### src/rtl/status_pkg.sv
package status_pkg;
  localparam int STAT_W_DEF  = 24;
  localparam int NUM_MON_DEF = 3;
  localparam int NUM_ADC_EV  = 3;

  typedef enum logic [1:0] {
    DR_IDLE  = 2'd0,
    DR_VALID = 2'd1,
    DR_GAP   = 2'd2
  } drdy_state_e;
endpackage

### src/rtl/stat_rst_sync.sv
module stat_rst_sync #(
  parameter int STAGES = 2
) (
  input  logic clk,
  input  logic rst_ni,
  output logic rst_no
);
  logic [STAGES-1:0] sync_q;
  logic [STAGES-1:0] sync_d;

  always_comb begin
    sync_d = {sync_q[STAGES-2:0], 1'b1};
  end

  always_ff @(posedge clk or negedge rst_ni) begin
    if (!rst_ni) sync_q <= '0;
    else         sync_q <= sync_d;
  end

  assign rst_no = sync_q[STAGES-1];
endmodule

### src/rtl/stat_event_reg.sv
module stat_event_reg #(
  parameter int STAT_W  = 24,
  parameter int NUM_MON = 3
) (
  input  logic               clk,
  input  logic               rst_n,
  input  logic [NUM_MON-1:0] mon_fault,
  input  logic [NUM_MON-1:0] mon_en,
  input  logic               ev_done,
  input  logic               ev_fifo,
  input  logic               ev_acc,
  input  logic               clr_done,
  input  logic               clr_fifo,
  input  logic               clr_acc,
  input  logic               hold,
  input  logic               rd_status,
  output logic [STAT_W-1:0]  status
);
  localparam int NS     = NUM_MON + status_pkg::NUM_ADC_EV;
  localparam int DONE_B = NUM_MON;
  localparam int FIFO_B = NUM_MON + 1;
  localparam int ACC_B  = NUM_MON + 2;
  localparam logic [NS-1:0] STAT_RST = {{status_pkg::NUM_ADC_EV{1'b0}}, {NUM_MON{1'b1}}};

  logic [NS-1:0] stat_q, stat_d;
  logic [NS-1:0] pend_q, pend_d;
  logic [NS-1:0] ev_vec, keep_vec, side_clr, apply_en;
  logic          upd_en;

  always_comb begin
    ev_vec                 = '0;
    ev_vec[NUM_MON-1:0]    = mon_fault & mon_en;
    ev_vec[DONE_B]         = ev_done;
    ev_vec[FIFO_B]         = ev_fifo;
    ev_vec[ACC_B]          = ev_acc;
    keep_vec               = '0;
    keep_vec[NUM_MON-1:0]  = mon_fault & mon_en;
    side_clr               = '0;
    side_clr[DONE_B]       = clr_done;
    side_clr[FIFO_B]       = clr_fifo;
    side_clr[ACC_B]        = clr_acc;
    apply_en               = '1;
    apply_en[NUM_MON-1:0]  = mon_en;
  end

  always_comb begin
    stat_d = stat_q;
    pend_d = pend_q;
    if (hold) begin
      pend_d = pend_q | ev_vec;
      if (rd_status) stat_d = stat_q & keep_vec;
      stat_d = stat_d & ~side_clr;
    end else begin
      stat_d = (stat_q & ~side_clr) | ev_vec | (pend_q & apply_en);
      pend_d = '0;
    end
    upd_en = hold | (|ev_vec) | (|pend_q) | (|side_clr);
  end

  always_ff @(posedge clk or negedge rst_n) begin
    if (!rst_n) begin
      stat_q <= STAT_RST;
      pend_q <= '0;
    end else if (upd_en) begin
      stat_q <= stat_d;
      pend_q <= pend_d;
    end
  end

  for (genvar gi = 0; gi < STAT_W; gi++) begin : g_bits
    if (gi < NS) begin : g_live
      assign status[gi] = stat_q[gi];
    end else begin : g_rsv
      assign status[gi] = 1'b0;
    end
  end
endmodule

### src/rtl/stat_drdy_gen.sv
module stat_drdy_gen (
  input  logic clk,
  input  logic rst_n,
  input  logic new_data,
  input  logic consume,
  output logic data_rdy
);
  import status_pkg::*;

  drdy_state_e state_q, state_d;

  always_comb begin
    state_d = state_q;
    unique case (state_q)
      DR_IDLE:  if (new_data) state_d = DR_VALID;
      DR_VALID: begin
        if (new_data)     state_d = DR_GAP;
        else if (consume) state_d = DR_IDLE;
      end
      DR_GAP:   state_d = DR_VALID;
      default:  state_d = DR_IDLE;
    endcase
  end

  always_ff @(posedge clk or negedge rst_n) begin
    if (!rst_n) state_q <= DR_IDLE;
    else        state_q <= state_d;
  end

  assign data_rdy = (state_q == DR_VALID);
endmodule

### src/rtl/stat_irq_gen.sv
module stat_irq_gen #(
  parameter int STAT_W = 24,
  parameter int NUM_SRC = 6
) (
  input  logic              clk,
  input  logic              rst_n,
  input  logic [STAT_W-1:0] status,
  input  logic              mask_we,
  input  logic [STAT_W-1:0] mask_wdata,
  output logic [STAT_W-1:0] mask,
  output logic              irq
);
  localparam logic [STAT_W-1:0] SRC_MASK = STAT_W'((64'd1 << NUM_SRC) - 64'd1);

  logic [STAT_W-1:0] mask_q, mask_d;
  logic              irq_q, irq_d;

  always_comb begin
    mask_d = mask_we ? mask_wdata : mask_q;
    irq_d  = |(status & ~mask_q & SRC_MASK);
  end

  always_ff @(posedge clk or negedge rst_n) begin
    if (!rst_n) begin
      mask_q <= '1;
      irq_q  <= 1'b0;
    end else begin
      if (mask_we) mask_q <= mask_d;
      irq_q <= irq_d;
    end
  end

  assign mask = mask_q;
  assign irq  = irq_q;
endmodule

### src/rtl/irq_status_ctrl.sv
module irq_status_ctrl
  import status_pkg::*;
#(
  parameter int STAT_W      = STAT_W_DEF,
  parameter int NUM_MON     = NUM_MON_DEF,
  parameter int SYNC_STAGES = 2
) (
  input  logic               clk,
  input  logic               rst_n,
  input  logic [NUM_MON-1:0] mon_fault,
  input  logic [NUM_MON-1:0] mon_en,
  input  logic               adc_done,
  input  logic               fifo_thr,
  input  logic               acc_full,
  input  logic               rd_status,
  input  logic               rd_busy,
  input  logic               rd_adc_data,
  input  logic               rd_fifo,
  input  logic               wr_fifo,
  input  logic               rd_acc,
  input  logic               wr_acc,
  input  logic               mask_we,
  input  logic [STAT_W-1:0]  mask_wdata,
  output logic [STAT_W-1:0]  status,
  output logic               irq,
  output logic               data_rdy
);
  localparam int NUM_SRC = NUM_MON + NUM_ADC_EV;

  logic              rst_core_n;
  logic              hold;
  logic [STAT_W-1:0] mask_vec;

  assign hold = rd_busy | rd_status;

  stat_rst_sync #(.STAGES(SYNC_STAGES)) u_rst (
    .clk    (clk),
    .rst_ni (rst_n),
    .rst_no (rst_core_n)
  );

  stat_event_reg #(.STAT_W(STAT_W), .NUM_MON(NUM_MON)) u_evreg (
    .clk       (clk),
    .rst_n     (rst_core_n),
    .mon_fault (mon_fault),
    .mon_en    (mon_en),
    .ev_done   (adc_done),
    .ev_fifo   (fifo_thr),
    .ev_acc    (acc_full),
    .clr_done  (rd_adc_data),
    .clr_fifo  (rd_fifo | wr_fifo),
    .clr_acc   (rd_acc | wr_acc),
    .hold      (hold),
    .rd_status (rd_status),
    .status    (status)
  );

  stat_drdy_gen u_drdy (
    .clk      (clk),
    .rst_n    (rst_core_n),
    .new_data (adc_done),
    .consume  (rd_adc_data | rd_status),
    .data_rdy (data_rdy)
  );

  stat_irq_gen #(.STAT_W(STAT_W), .NUM_SRC(NUM_SRC)) u_irq (
    .clk        (clk),
    .rst_n      (rst_core_n),
    .status     (status),
    .mask_we    (mask_we),
    .mask_wdata (mask_wdata),
    .mask       (mask_vec),
    .irq        (irq)
  );
endmodule

### config.mk
export PLATFORM = sky130hd
export DESIGN_NAME = irq_status_ctrl
export DESIGN_NICKNAME = d
export VERILOG_FILES = /design/src/rtl/status_pkg.sv /design/src/rtl/stat_rst_sync.sv /design/src/rtl/stat_event_reg.sv /design/src/rtl/stat_drdy_gen.sv /design/src/rtl/stat_irq_gen.sv /design/src/rtl/irq_status_ctrl.sv
export SDC_FILE = /design/constraint.sdc
export NUM_CORES = 1
export LEC_CHECK = 0
export BUFFER_PORTS_ARGS = -buffer_cell sky130_fd_sc_hd__buf_4
export CAP_MARGIN = 20
export CORE_ASPECT_RATIO = 0.8
export CORE_MARGIN = 1.5
export CORE_UTILIZATION = 46
export DETAILED_ROUTE_END_ITERATION = 12
export PLACE_DENSITY = 0.92
export SETUP_SLACK_MARGIN = 0.4
export SLEW_MARGIN = 40
export SYNTH_ARGS = -nofsm -noshare
export SYNTH_HDL_FRONTEND = slang
export SYNTH_SLANG_ARGS = --single-unit
export TNS_END_PERCENT = 5
### constraint.sdc
create_clock -name clk -period 1.5 [get_ports clk]
set_clock_uncertainty 0.15 [all_clocks]
set_input_delay 0.15 -clock clk [delete_from_list [all_inputs] [get_ports clk]]
set_output_delay 0.15 -clock clk [all_outputs]
set_load 0.01 [all_outputs]
---- Yosys cells after proc, flatten, opt, wreduce, memory -nomap -nowiden ----
Cells that the tools add are included.
word-level totals
  input port bits ......................... 43
  logic and storage cells ................. 42
  register bits ........................... 23
  output and inout port bits .............. 26
operators by class
  eq/ne operators ......................... 4
  reduce and logical (&&, ||, !) cells .... 6
  bitwise operators ....................... 18
  muxes and demuxes ....................... 8
operator list
  operator                                                               number
  6-bit bitwise AND                                                      4
  6-bit 2-to-1 mux                                                       4
  6-bit OR                                                               3
  6-bit OR reduction                                                     3
  6-bit inverter                                                         2
  1-bit OR                                                               7
  6-bit by 3-bit bitwise AND with 6-bit output                           1
  2-bit 2-to-1 mux                                                       3
  2-bit one-hot mux with 3 select lines                                  1
  3-bit bitwise AND                                                      1
  3-bit by 2-bit != test with 1-bit output, second input constant        1
  3-bit OR reduction                                                     1
  2-bit by 1-bit equality test with 1-bit output, second input constant  1
  2-bit equality test, second input constant                             1
  2-bit zero test                                                        1
  2-bit != test, second input constant                                   1
  2-bit AND reduction                                                    1

---- Longest topological paths before layout ----
Gate-level depths: netlist of the first run.
  word-level depth ........................ 6
  depth in mapped cells ................... 6

---- Cells and area by module ----
From an unflattened synthesis of the first run, not the netlist that was laid out.
second synthesis, totals
  cells, all modules ...................... 144
  area total of the unflattened synthesis .. 1929.4 µm²
modules (own cells, without submodules)
  module           seq. area each (µm²)  area each (µm²)  cells an instance  instances
  stat_irq_gen     655.6                 1099.8           62                 1
  stat_event_reg   304.0                 666.9            68                 1
  stat_drdy_gen    50.0                  83.8             7                  1
  stat_rst_sync    50.0                  53.8             3                  1
  irq_status_ctrl  0.0                   25.0             4                  1

---- Worst setup path before layout of the first run ----
No wires, ideal clock.
  kind .................................... register to register
  start point ............................. reg u_evreg.pend_q[4]
  end point ............................... reg u_evreg.stat_q[0]
  library setup time ...................... 0.082 ns
  stages on the path, launching flop included .. 5
  period minus slack after synthesis ...... 1.486 ns
  data arrival time ....................... 1.253 ns
  path slack .............................. 0.014 ns
  data required time ...................... 1.268 ns
  path through ............................ dfrtp_1 > nor2_2 > nand4_1 > o31ai_4 > mux2_2
on the way
  cells in the longest elaborated chain, start to end .. 3
ends and longest elaborated chain
  what                      RTL line              source
  start: declaration        stat_event_reg.sv:26  logic [NS-1:0] pend_q, pend_d;
  start signal: assignment  stat_event_reg.sv:66  pend_q <= pend_d;
  6-bit OR reduction        stat_event_reg.sv:57  upd_en = hold | (|ev_vec) | (|pend_q) | (|side_clr);
  1-bit OR (2 in series)    stat_event_reg.sv:57
  end signal: assignment    stat_event_reg.sv:65  stat_q <= stat_d;
  end: declaration          stat_event_reg.sv:25  logic [NS-1:0] stat_q, stat_d;
Every way passes these cells.
A chain may end at the register's enable or synchronous reset.

---- Worst setup path after layout of the first run ----
  start point ............................. reg u_evreg.pend_q[4]
  end point ............................... reg u_evreg.stat_q[2]
Same word-level chain as after synthesis.

==> results of run 1 <==
## how the worst max path moves through the flow
stage	startpoint	to	cells past startpoint
floorplan	u_evreg.pend_q[2]	u_evreg.stat_q[0]	4
global placement	u_evreg.pend_q[2]	u_evreg.stat_q[2]	4
detailed placement	u_evreg.pend_q[2]	u_evreg.stat_q[1]	4
CTS	u_evreg.pend_q[2]	u_evreg.stat_q[2]	4
global route	u_evreg.pend_q[4]	u_evreg.stat_q[0]	4
finish	u_evreg.pend_q[4]	u_evreg.stat_q[2]	4
## synthesized netlist by cell type, drive strengths merged (2+ instances only)
master,instances
buf,20
nor2,20
dfrtp,14
dfstp,9
inv,7
mux2,7
a21oi,6
nand3,6
nand2,5
nand4,4
o211ai,3
o21ai,3
conb,2
## worst max-delay path, cell delays in order, from the launching register on
cell and delay (ns):
dfrtp_1 0.40, nor2_2 0.11, nand4_1 0.16, o31ai_4 0.38, mux2_4 0.33
## logic make-up after synthesis
family | synth area share [%]
AO/OA/AOI/OAI | 9.793
buffers and inverters | 15.78
flip-flops | 51.03
multiplexers | 6.856
other | 0.6531
AND/OR/NAND/NOR | 15.89
## flip-flops by register name, indices dropped and copies added (netlist names)
signal and cells:
u_irq.mask 6, u_irq.irq 1, u_rst.sync_q 2, u_evreg.stat_q 6, u_evreg.pend_q 6, u_drdy.state_q 2
## per-stage QoR
step	hold WS (ns)	area, µm²	total power, mW	util (%)
floorplan	-0.2956	1232	0.9208	-
global placement	-0.2180	1401	1.014	62.22
detailed placement	-0.2167	1401	1.029	62.22
CTS	0.0009638	1625	1.388	72.17
global route	0.02174	1659	1.475	73.67
finish	0.01456	1659	1.402	73.67
## layer usage
layer | routed length (µm) | vias to the layer above
met5 | 0 | -
met4 | 48 | 0
met3 | 180 | 7
met2 | 1309 | 55
met1 | 1100 | 456
li1 | - | 451
## repair_timing
action | 4_1_cts | 5_1_grt
hold endpoints to repair | 10 | 0
gates resized for setup | 16 | 9
setup endpoints to repair | 13 | 16
cloned | 0 | 0
hold buffers | 11 | 0
pin swaps | 2 | 8
buffers inserted | 4 | 0
## power breakdown
part           total, mW  switching (mW)  internal, mW
Sequential         0.753          0.0539         0.699
Combinational      0.367           0.163         0.204
Clock              0.282           0.178         0.104
## cell type report
type	count	share of cell area [%]
clock buffer	4	1.584
timing repair buffer	54	27.90
inverter	7	1.584
sequential	23	35.37
multi-input combinational	80	31.67
tap	25	1.885
==> metrics.md, run 1 <==
| Metric | Value |
|---|---|
| Max cap viols | `0` |
| Worst r2r src | `u_evreg.pend_q[4]` |
| Pin count of the biggest net entering global routing | `22` |
| Multi-input gate area | `525.5 µm²` |
| HP Class | `input pin to flip-flop` |
| Clk_lat worst skew | `0.31 ns` |
| Most Crowded Layer GR | `met2` |
| Most common cell after layout, fill and taps aside | `buf_4` |
| Dpl hpwl | `between 1500 and 2000 µm` |
| Layout fillers | `roughly 150` |
| Period utilisation layout | `106.5%` |
| DRT iter0 DRCs | `40` |
| Data required, critical path | `1.60 ns` |
| Die ar. | `2811 µm²` |
| Grt total ovfl | `0` |
| FP Rows | `15` |
| Initial Utilization | `roughly 51%` |
| Post-synth EDFFs | `0` |
| Final setup margin | `-0.09684 ns` |
| Die width | `58.90 µm` |
| Synth top area share | `30.47%` |
| Ys Warns | `0` |
| Global-route wire length before repair | `4140 µm` |
| FF-to-FF End | `u_evreg.stat_q[2]` |
| Main synth FF type | `dfrtp_1` |
| Die H | `47.72 µm` |
| Number of global-route vias before repair | `942` |
| Sequential cell area fraction in the yosys report | `about half` |
| Setup Total Neg Slack | `-0.2873 ns` |
| CP endpoint kind | `flip-flop` |
| N_diodes | `0` |
| Status | `complete, but fails checks` |
| Initial antenna violation count | `0` |
| Max clock buf depth | `2` |
| VDD IR-drop max | `0.5489 mV` |
| Htree depth | `1` |
| Synth async-reset ratio | `100.0%` |
| Clock Tree Root | `clkbuf_4` |
| DP Cell Count | `roughly 170` |
| Layout cells sized above 1 | `48.81%` |
| Power per Cell Area | `845.2 nW/µm²` |
| Count of cell types in the netlist | `27` |
| Cells on worst reg2reg path | `4` |
| Final antenna-violating net count | `0` |
| Grt met1 use | `between 20% and 30%` |
| CTS tree | `yes` |
| All-layer global routing usage | `20.58%` |
| Clock transition at path regs | `0.12 ns` |
| Commonest cells after routing, fill and taps aside | `35 x buf_4, 19 x conb_1, 14 x dfrtp_1` |
| Drt pass-1 iters | `5` |
| Met3 usage | `3.514%` |
| Storage cell area | `roughly 590 µm²` |
| Worst Hold Path EP | `u_evreg.stat_q[5]` |
| RSZ-0062 raised after global routing | `true` |
| Synth Area per Inst | `between 10 and 15 µm²` |
| Hold Crit Start | `rd_acc` |
| Fmax | `0.6262 GHz` |
| Boundary pin count | `a little under 70` |
| Minimum clock period | `about 1.6 ns` |
| Failing checks | `setup timing` |
| Final std cells w/o fill | `a little under 200` |
| Vias per cell | `5.021` |
| Total number of vias | `969` |
| Final GP Congestion | `0.8179` |
| Cell taking the most area after synthesis | `dfrtp_1` |
| Fin. Hold Viols | `0` |
| Post-synthesis cell count | `around 110` |
| Syn-to-layout area delta | `44.29%` |
| Final setup viols | `3` |
| Slew Viols, Final | `0` |
| Setup WS pre-CTS | `-0.09215 ns` |
| Number of synthesized register bits | `23` |
| Port Buf Inserts | `32` |
| GR Util met2 | `36.89%` |
| Register-to-register setup slack | `-0.1 ns` |
| Core ar. | `2252 µm²` |
| Residual DRC count | `0` |
| Routed WL per cell | `about 14 µm` |
| Worst hold path depth | `4` |
| Top post-synthesis cells by area | `dfrtp_1 30%, dfstp_2 21%, buf_4 12%, mux2_2 6.9%, nor2_1 5.9%` |
| Final Net Count | `212` |
| Startpoint Class | `flip-flop` |
| Clock Sinks | `23` |
| Num CTS Buffers | `3` |
| Syn Std Cell Area | `1150 µm²` |
| CP arrival | `1.70 ns` |
| CP Class | `flip-flop to flip-flop` |
| CP max FO | `3` |
| WL final | `2639 µm` |
| Leak | `0.7719 nW` |
(Power assumes the default switching activity.)
==> run 2, diff against run 1 <==
- PLACE_DENSITY: 0.92 -> 0.86
==> metrics.md, run 2 (same netlist as run 1, synthesis figures left out) <==
| Metric | Value |
|---|---|
| DRT iter0 DRCs | `30 (-25%)` |
| Data required, critical path | `1.59 ns (about the same)` |
| Fin. Hold Viols | `2 (+2)` |
| Final setup margin | `-0.06984 ns (+0.02699 ns)` |
| Fin util | `72.00% (-1.7 points)` |
| Setup WS pre-CTS | `-0.09306 ns (-0.0009108 ns)` |
| Vias per cell | `5.058 (+0.74%)` |
| Leak | `0.7542 nW (-2.3%)` |
| CP Class | `flip-flop to flip-flop` |
| Max cap viols | `0 (unchanged)` |
| HP Class | `input pin to flip-flop` |
| Global-route wire length before repair | `3981 µm (-3.8%)` |
| Final antenna-violating net count | `0 (unchanged)` |
| Routed WL per cell | `13.29 µm (-2.8%)` |
| VDD IR-drop max | `0.6403 mV (+17%)` |
| FP Rows | `15 (unchanged)` |
| Num CTS Buffers | `3 (unchanged)` |
| Commonest cells after routing, fill and taps aside | `31 x buf_4, 19 x conb_1, 14 x nor2_1, 14 x dfrtp_1, 12 x dlygate4sd3_1` |
| Minimum clock period | `1.570 ns (-0.02699 ns)` |
| Slew Viols, Final | `0 (unchanged)` |
| Clock transition at path regs | `0.11 ns (about the same)` |
| Die width | `58.90 µm (unchanged)` |
| Max clock buf depth | `2 (unchanged)` |
| WL final | `2525 µm (-4.3%)` |
| N_diodes | `0 (unchanged)` |
| Initial antenna violation count | `0 (unchanged)` |
| Layout fillers | `157 (+6.8%)` |
| Final Net Count | `209 (-1.4%)` |
| Layout cells sized above 1 | `45.45% (-3.4 points)` |
| Failing checks | `hold timing, setup timing` |
| Grt total ovfl | `0 (unchanged)` |
| Period utilisation layout | `104.7% (-1.8 points)` |
| Number of global-route vias before repair | `869 (-7.7%)` |
| Hold Crit Start | `mon_en[1]` |
| Status | `complete, but fails checks` |
| Drt pass-1 iters | `4 (-1)` |
| Startpoint Class | `flip-flop` |
| Die H | `47.72 µm (unchanged)` |
| Clock Sinks | `23 (unchanged)` |
| Initial Utilization | `51.06% (unchanged)` |
| Worst r2r src | `u_evreg.pend_q[2]` |
| Boundary pin count | `69 (unchanged)` |
| Die ar. | `2811 µm² (unchanged)` |
| Clk_lat worst skew | `0.31 ns (about the same)` |
| CP arrival | `1.66 ns (-0.04 ns)` |
| Syn-to-layout area delta | `41.02%` |
| Port Buf Inserts | `32 (unchanged)` |
| Final GP Congestion | `0.8219 (+0.49%)` |
| Dpl hpwl | `1709 µm (-2.5%)` |
| All-layer global routing usage | `19.94% (-0.64 points)` |
| Clock Tree Root | `clkbuf_4` |
| CP endpoint kind | `flip-flop` |
| Most common cell after layout, fill and taps aside | `buf_4` |
| Residual DRC count | `0 (unchanged)` |
| Total number of vias | `961 (-0.83%)` |
| Final setup viols | `3 (unchanged)` |
| CTS tree | `yes` |
| RSZ-0062 raised after global routing | `true` |
| Setup Total Neg Slack | `-0.1864 ns (+0.1009 ns)` |
| CP max FO | `3 (unchanged)` |
| Fmax | `0.6370 GHz (+1.7%)` |
| Storage cell area | `586.8 µm² (unchanged)` |
| Multi-input gate area | `508.0 µm² (-3.3%)` |
| Pin count of the biggest net entering global routing | `22 (unchanged)` |
| Power per Cell Area | `849.2 nW/µm² (+0.48%)` |
| CP Launch Point | `u_evreg.pend_q[2]` |
| Worst hold slack | `-0.04447 ns (-0.05903 ns)` |
| Core ar. | `2252 µm² (unchanged)` |
| Htree depth | `1 (unchanged)` |
run 2: cell types whose count changed in the layout (fill, tap and decap cells not counted), sizes merged:
cell         before  now
buf              43   39
dlygate4sd3      11   12
run 2: what timing repair did:
item                       in CTS  in global routing
buffers inserted                0                  0
hold endpoints to repair       12                  3
gates resized for setup        16                  5
setup endpoints to repair      13                 16
pin swaps                       4                  3
hold buffers                   11                  1
run 2: through the flow:
step | cell area (µm²) | total power [mW] | cells
after CTS | 1595 | 1.367 | 189
after floorplan | 1232 | 0.9208 | 131
final | 1622 | 1.377 | 190
after detailed placement | 1401 | 1.029 | 174
after global placement | 1401 | 1.015 | 174
after global routing | 1622 | 1.456 | 190
run 2: worst paths after layout:
path                                          end  depth (start not counted)  slack (ns)
worst min-delay path            u_evreg.pend_q[1]                          3       -0.04
worst max register to register  u_evreg.stat_q[0]                          4       -0.07
max in group asynchronous         u_rst.sync_q[1]                          3        0.52
worst min register to register  u_evreg.stat_q[5]                          1        0.05
worst max-delay path            u_evreg.stat_q[0]                          4       -0.07
min in group asynchronous       u_evreg.stat_q[5]                          1        0.05
run 2: report_power, final:
part | switching, mW | internal (mW) | leakage (nW)
logic | 0.155 | 0.189 | 0.476
registers | 0.0501 | 0.699 | 0.264
clock network | 0.179 | 0.104 | 0.0150
run 2: cell type report:
class	count	area share (%)
clock buffers	4	1.620
repair buffers	51	27.31
well taps	25	1.929
multi-input cells	80	31.33
inverters	7	1.620
flip-flops and latches	23	36.19
run 2: per-layer routing:
metal  part of all wire (%)  vias up  track usage [%]
met3                    7.6        0            5.946
met5                      0        -                0
met4                      0        0            4.091
li1                       -      446                -
met1                     42      467            24.83
met2                     50       48            35.33
run 2: critical path, cell delays in order (launching register included):
cell and delay [ns]:
dfrtp_1 0.41, a21oi_2 0.17, nand3_2 0.10, o31ai_4 0.33, mux2_4 0.34
==> run 3, diff against run 2 <==
- CORE_UTILIZATION: 46 -> 34
- PLACE_DENSITY: 0.86 -> 0.67
==> metrics.md, run 3 (same netlist as run 1, synthesis figures left out) <==
| Metric | Value |
|---|---|
| Boundary pin count | `69 (unchanged)` |
| CP endpoint kind | `flip-flop` |
| Total number of vias | `887 (-7.7%)` |
| CP Class | `flip-flop to flip-flop` |
| Residual DRC count | `0 (unchanged)` |
| Routed WL per cell | `11.00 µm (-17%)` |
| N_diodes | `0 (unchanged)` |
| Htree depth | `1 (unchanged)` |
| Clock transition at path regs | `0.08 ns (-0.03 ns)` |
| Commonest cells after routing, fill and taps aside | `30 x buf_4, 19 x conb_1, 14 x nor2_1, 14 x dfrtp_1` |
| Vias per cell | `4.413 (-13%)` |
| RSZ-0062 raised after global routing | `true` |
| Failing checks | `hold timing, setup timing` |
| Most common cell after layout, fill and taps aside | `buf_4` |
| Power per Cell Area | `898.9 nW/µm² (+5.9%)` |
| Slew Viols, Final | `0 (unchanged)` |
| Die width | `68.02 µm (+15%)` |
| Final antenna-violating net count | `0 (unchanged)` |
| Leak | `0.7382 nW (-2.1%)` |
| Clock Tree Root | `clkbuf_8` |
| Core ar. | `3153 µm² (+40%)` |
| Die H | `55.02 µm (+15%)` |
| Initial antenna violation count | `0 (unchanged)` |
| Worst hold slack | `-0.03728 ns (+0.007189 ns)` |
| Startpoint Class | `flip-flop` |
| Fmax | `0.6490 GHz (+1.9%)` |
| Layout cells sized above 1 | `45.34% (-0.11 points)` |
| Clock Sinks | `23 (unchanged)` |
| Status | `complete, but fails checks` |
| Hold buffers post-CTS | `9 (-2)` |
| Port Buf Inserts | `32 (unchanged)` |
| Period utilisation layout | `102.7% (-1.9 points)` |
| Cells on worst reg2reg path | `4 (unchanged)` |
| FP Rows | `18 (+3)` |
| Fin. Hold Viols | `3 (+1)` |
| Final setup viols | `3 (unchanged)` |
| Syn-to-layout area delta | `40.26%` |
| FF-to-FF End | `u_evreg.stat_q[0]` |
| Max clock buf depth | `2 (unchanged)` |
| Clk_lat worst skew | `0.27 ns (-0.04 ns)` |
| Setup Total Neg Slack | `-0.1224 ns (+0.06401 ns)` |
| VDD IR-drop max | `0.5283 mV (-17%)` |
| All-layer global routing usage | `13.73% (-6.2 points)` |
| CP max FO | `3 (unchanged)` |
| Final setup margin | `-0.04092 ns (+0.02893 ns)` |
| HP Class | `flip-flop to async pin` |
| WL final | `2212 µm (-12%)` |
| Number of global-route vias before repair | `852 (-2.0%)` |
| Grt total ovfl | `0 (unchanged)` |
| Dpl hpwl | `1726 µm (+1.0%)` |
| Pin count of the biggest net entering global routing | `16 (-27%)` |
| Data required, critical path | `1.55 ns (-0.04 ns)` |
| CTS tree | `yes` |
| Die ar. | `3742 µm² (+33%)` |
| Initial Utilization | `36.47% (-15 points)` |
| Final GP Congestion | `0.7670 (-6.7%)` |
| Max cap viols | `0 (unchanged)` |
| Global-route wire length before repair | `3719 µm (-6.6%)` |
| DRT iter0 DRCs | `22 (-27%)` |
| Register-to-register setup slack | `-0.04 ns (+0.03 ns)` |
| Worst r2r src | `u_evreg.pend_q[4]` |
| Num CTS Buffers | `3 (unchanged)` |
| Final Net Count | `205 (-1.9%)` |
| Setup WS pre-CTS | `-0.04430 ns (+0.04877 ns)` |
| CP arrival | `1.59 ns (-0.07 ns)` |
| Drt pass-1 iters | `4 (unchanged)` |
| Minimum clock period | `1.541 ns (-0.02893 ns)` |
==> run 3: final cells by class <==
class	count	area (µm²)
Timing Repair Buffer	47	405.4
Tap cell	40	50.05
Clock buffer	4	45.04
Fill cell	300	1540
Inverter	7	26.28
Multi-Input combinational cell	80	499.2
Sequential cell	23	586.8
==> run 3: worst max path at each step <==
stage,startpoint,endpoint,slack (ns),cells past startpoint
detailed placement,u_evreg.pend_q[0],u_evreg.stat_q[1],-0.04,4
CTS,u_evreg.pend_q[4],u_evreg.stat_q[1],-0.05,4
global route,u_evreg.pend_q[4],u_evreg.stat_q[0],-0.1,4
global placement,u_evreg.pend_q[2],u_evreg.stat_q[0],-0.04,4
finish,u_evreg.pend_q[4],u_evreg.stat_q[0],-0.04,4
floorplan,u_evreg.pend_q[2],u_evreg.stat_q[0],0.04,4
==> run 3: metrics by stage <==
stage | util [%] | hold WS (ns) | total power [mW] | area, µm² | cells
4_1_cts | 50.44 | -0.02485 | 1.462 | 1590 | 201
2_1_floorplan | - | -0.2956 | 0.9208 | 1232 | 131
3_5_place_dp | 44.80 | -0.2161 | 1.023 | 1413 | 188
5_1_grt | 51.15 | -0.003969 | 1.523 | 1613 | 201
6_report | 51.15 | -0.03728 | 1.450 | 1613 | 201
3_3_place_gp | 44.80 | -0.2173 | 1.014 | 1413 | 188
==> run 3: power by group <==
part / switching, mW / leakage (nW) / internal (mW) / total, mW
registers: 0.0496 / 0.264 / 0.699 / 0.749
clock network: 0.198 / 0.0228 / 0.190 / 0.388
logic: 0.140 / 0.452 / 0.173 / 0.314
==> run 3: metal layers <==
| layer | vias to the layer above | part of all wire [%] | track usage, % |
|---|---|---|---|
| li1 | 435 | - | - |
| met1 | 405 | 45 | 16.60 |
| met2 | 43 | 46 | 23.30 |
| met3 | 4 | 7.3 | 3.644 |
| met4 | 0 | 1.6 | 6.000 |
| met5 | - | 0 | 0 |
==> run 3: critical path, stage by stage (launching register included) <==
cell and delay, ns:
dfrtp_1 0.38, nor2_2 0.10, nand4_1 0.14, o31ai_4 0.34, mux2_2 0.36
==> run 3: repair_timing <==
action	CTS	global route
cloned	0	0
resized for setup	12	6
setup endpoints to repair	12	14
setup buffers	0	0
pin swaps	3	6
hold endpoints to repair	14	3
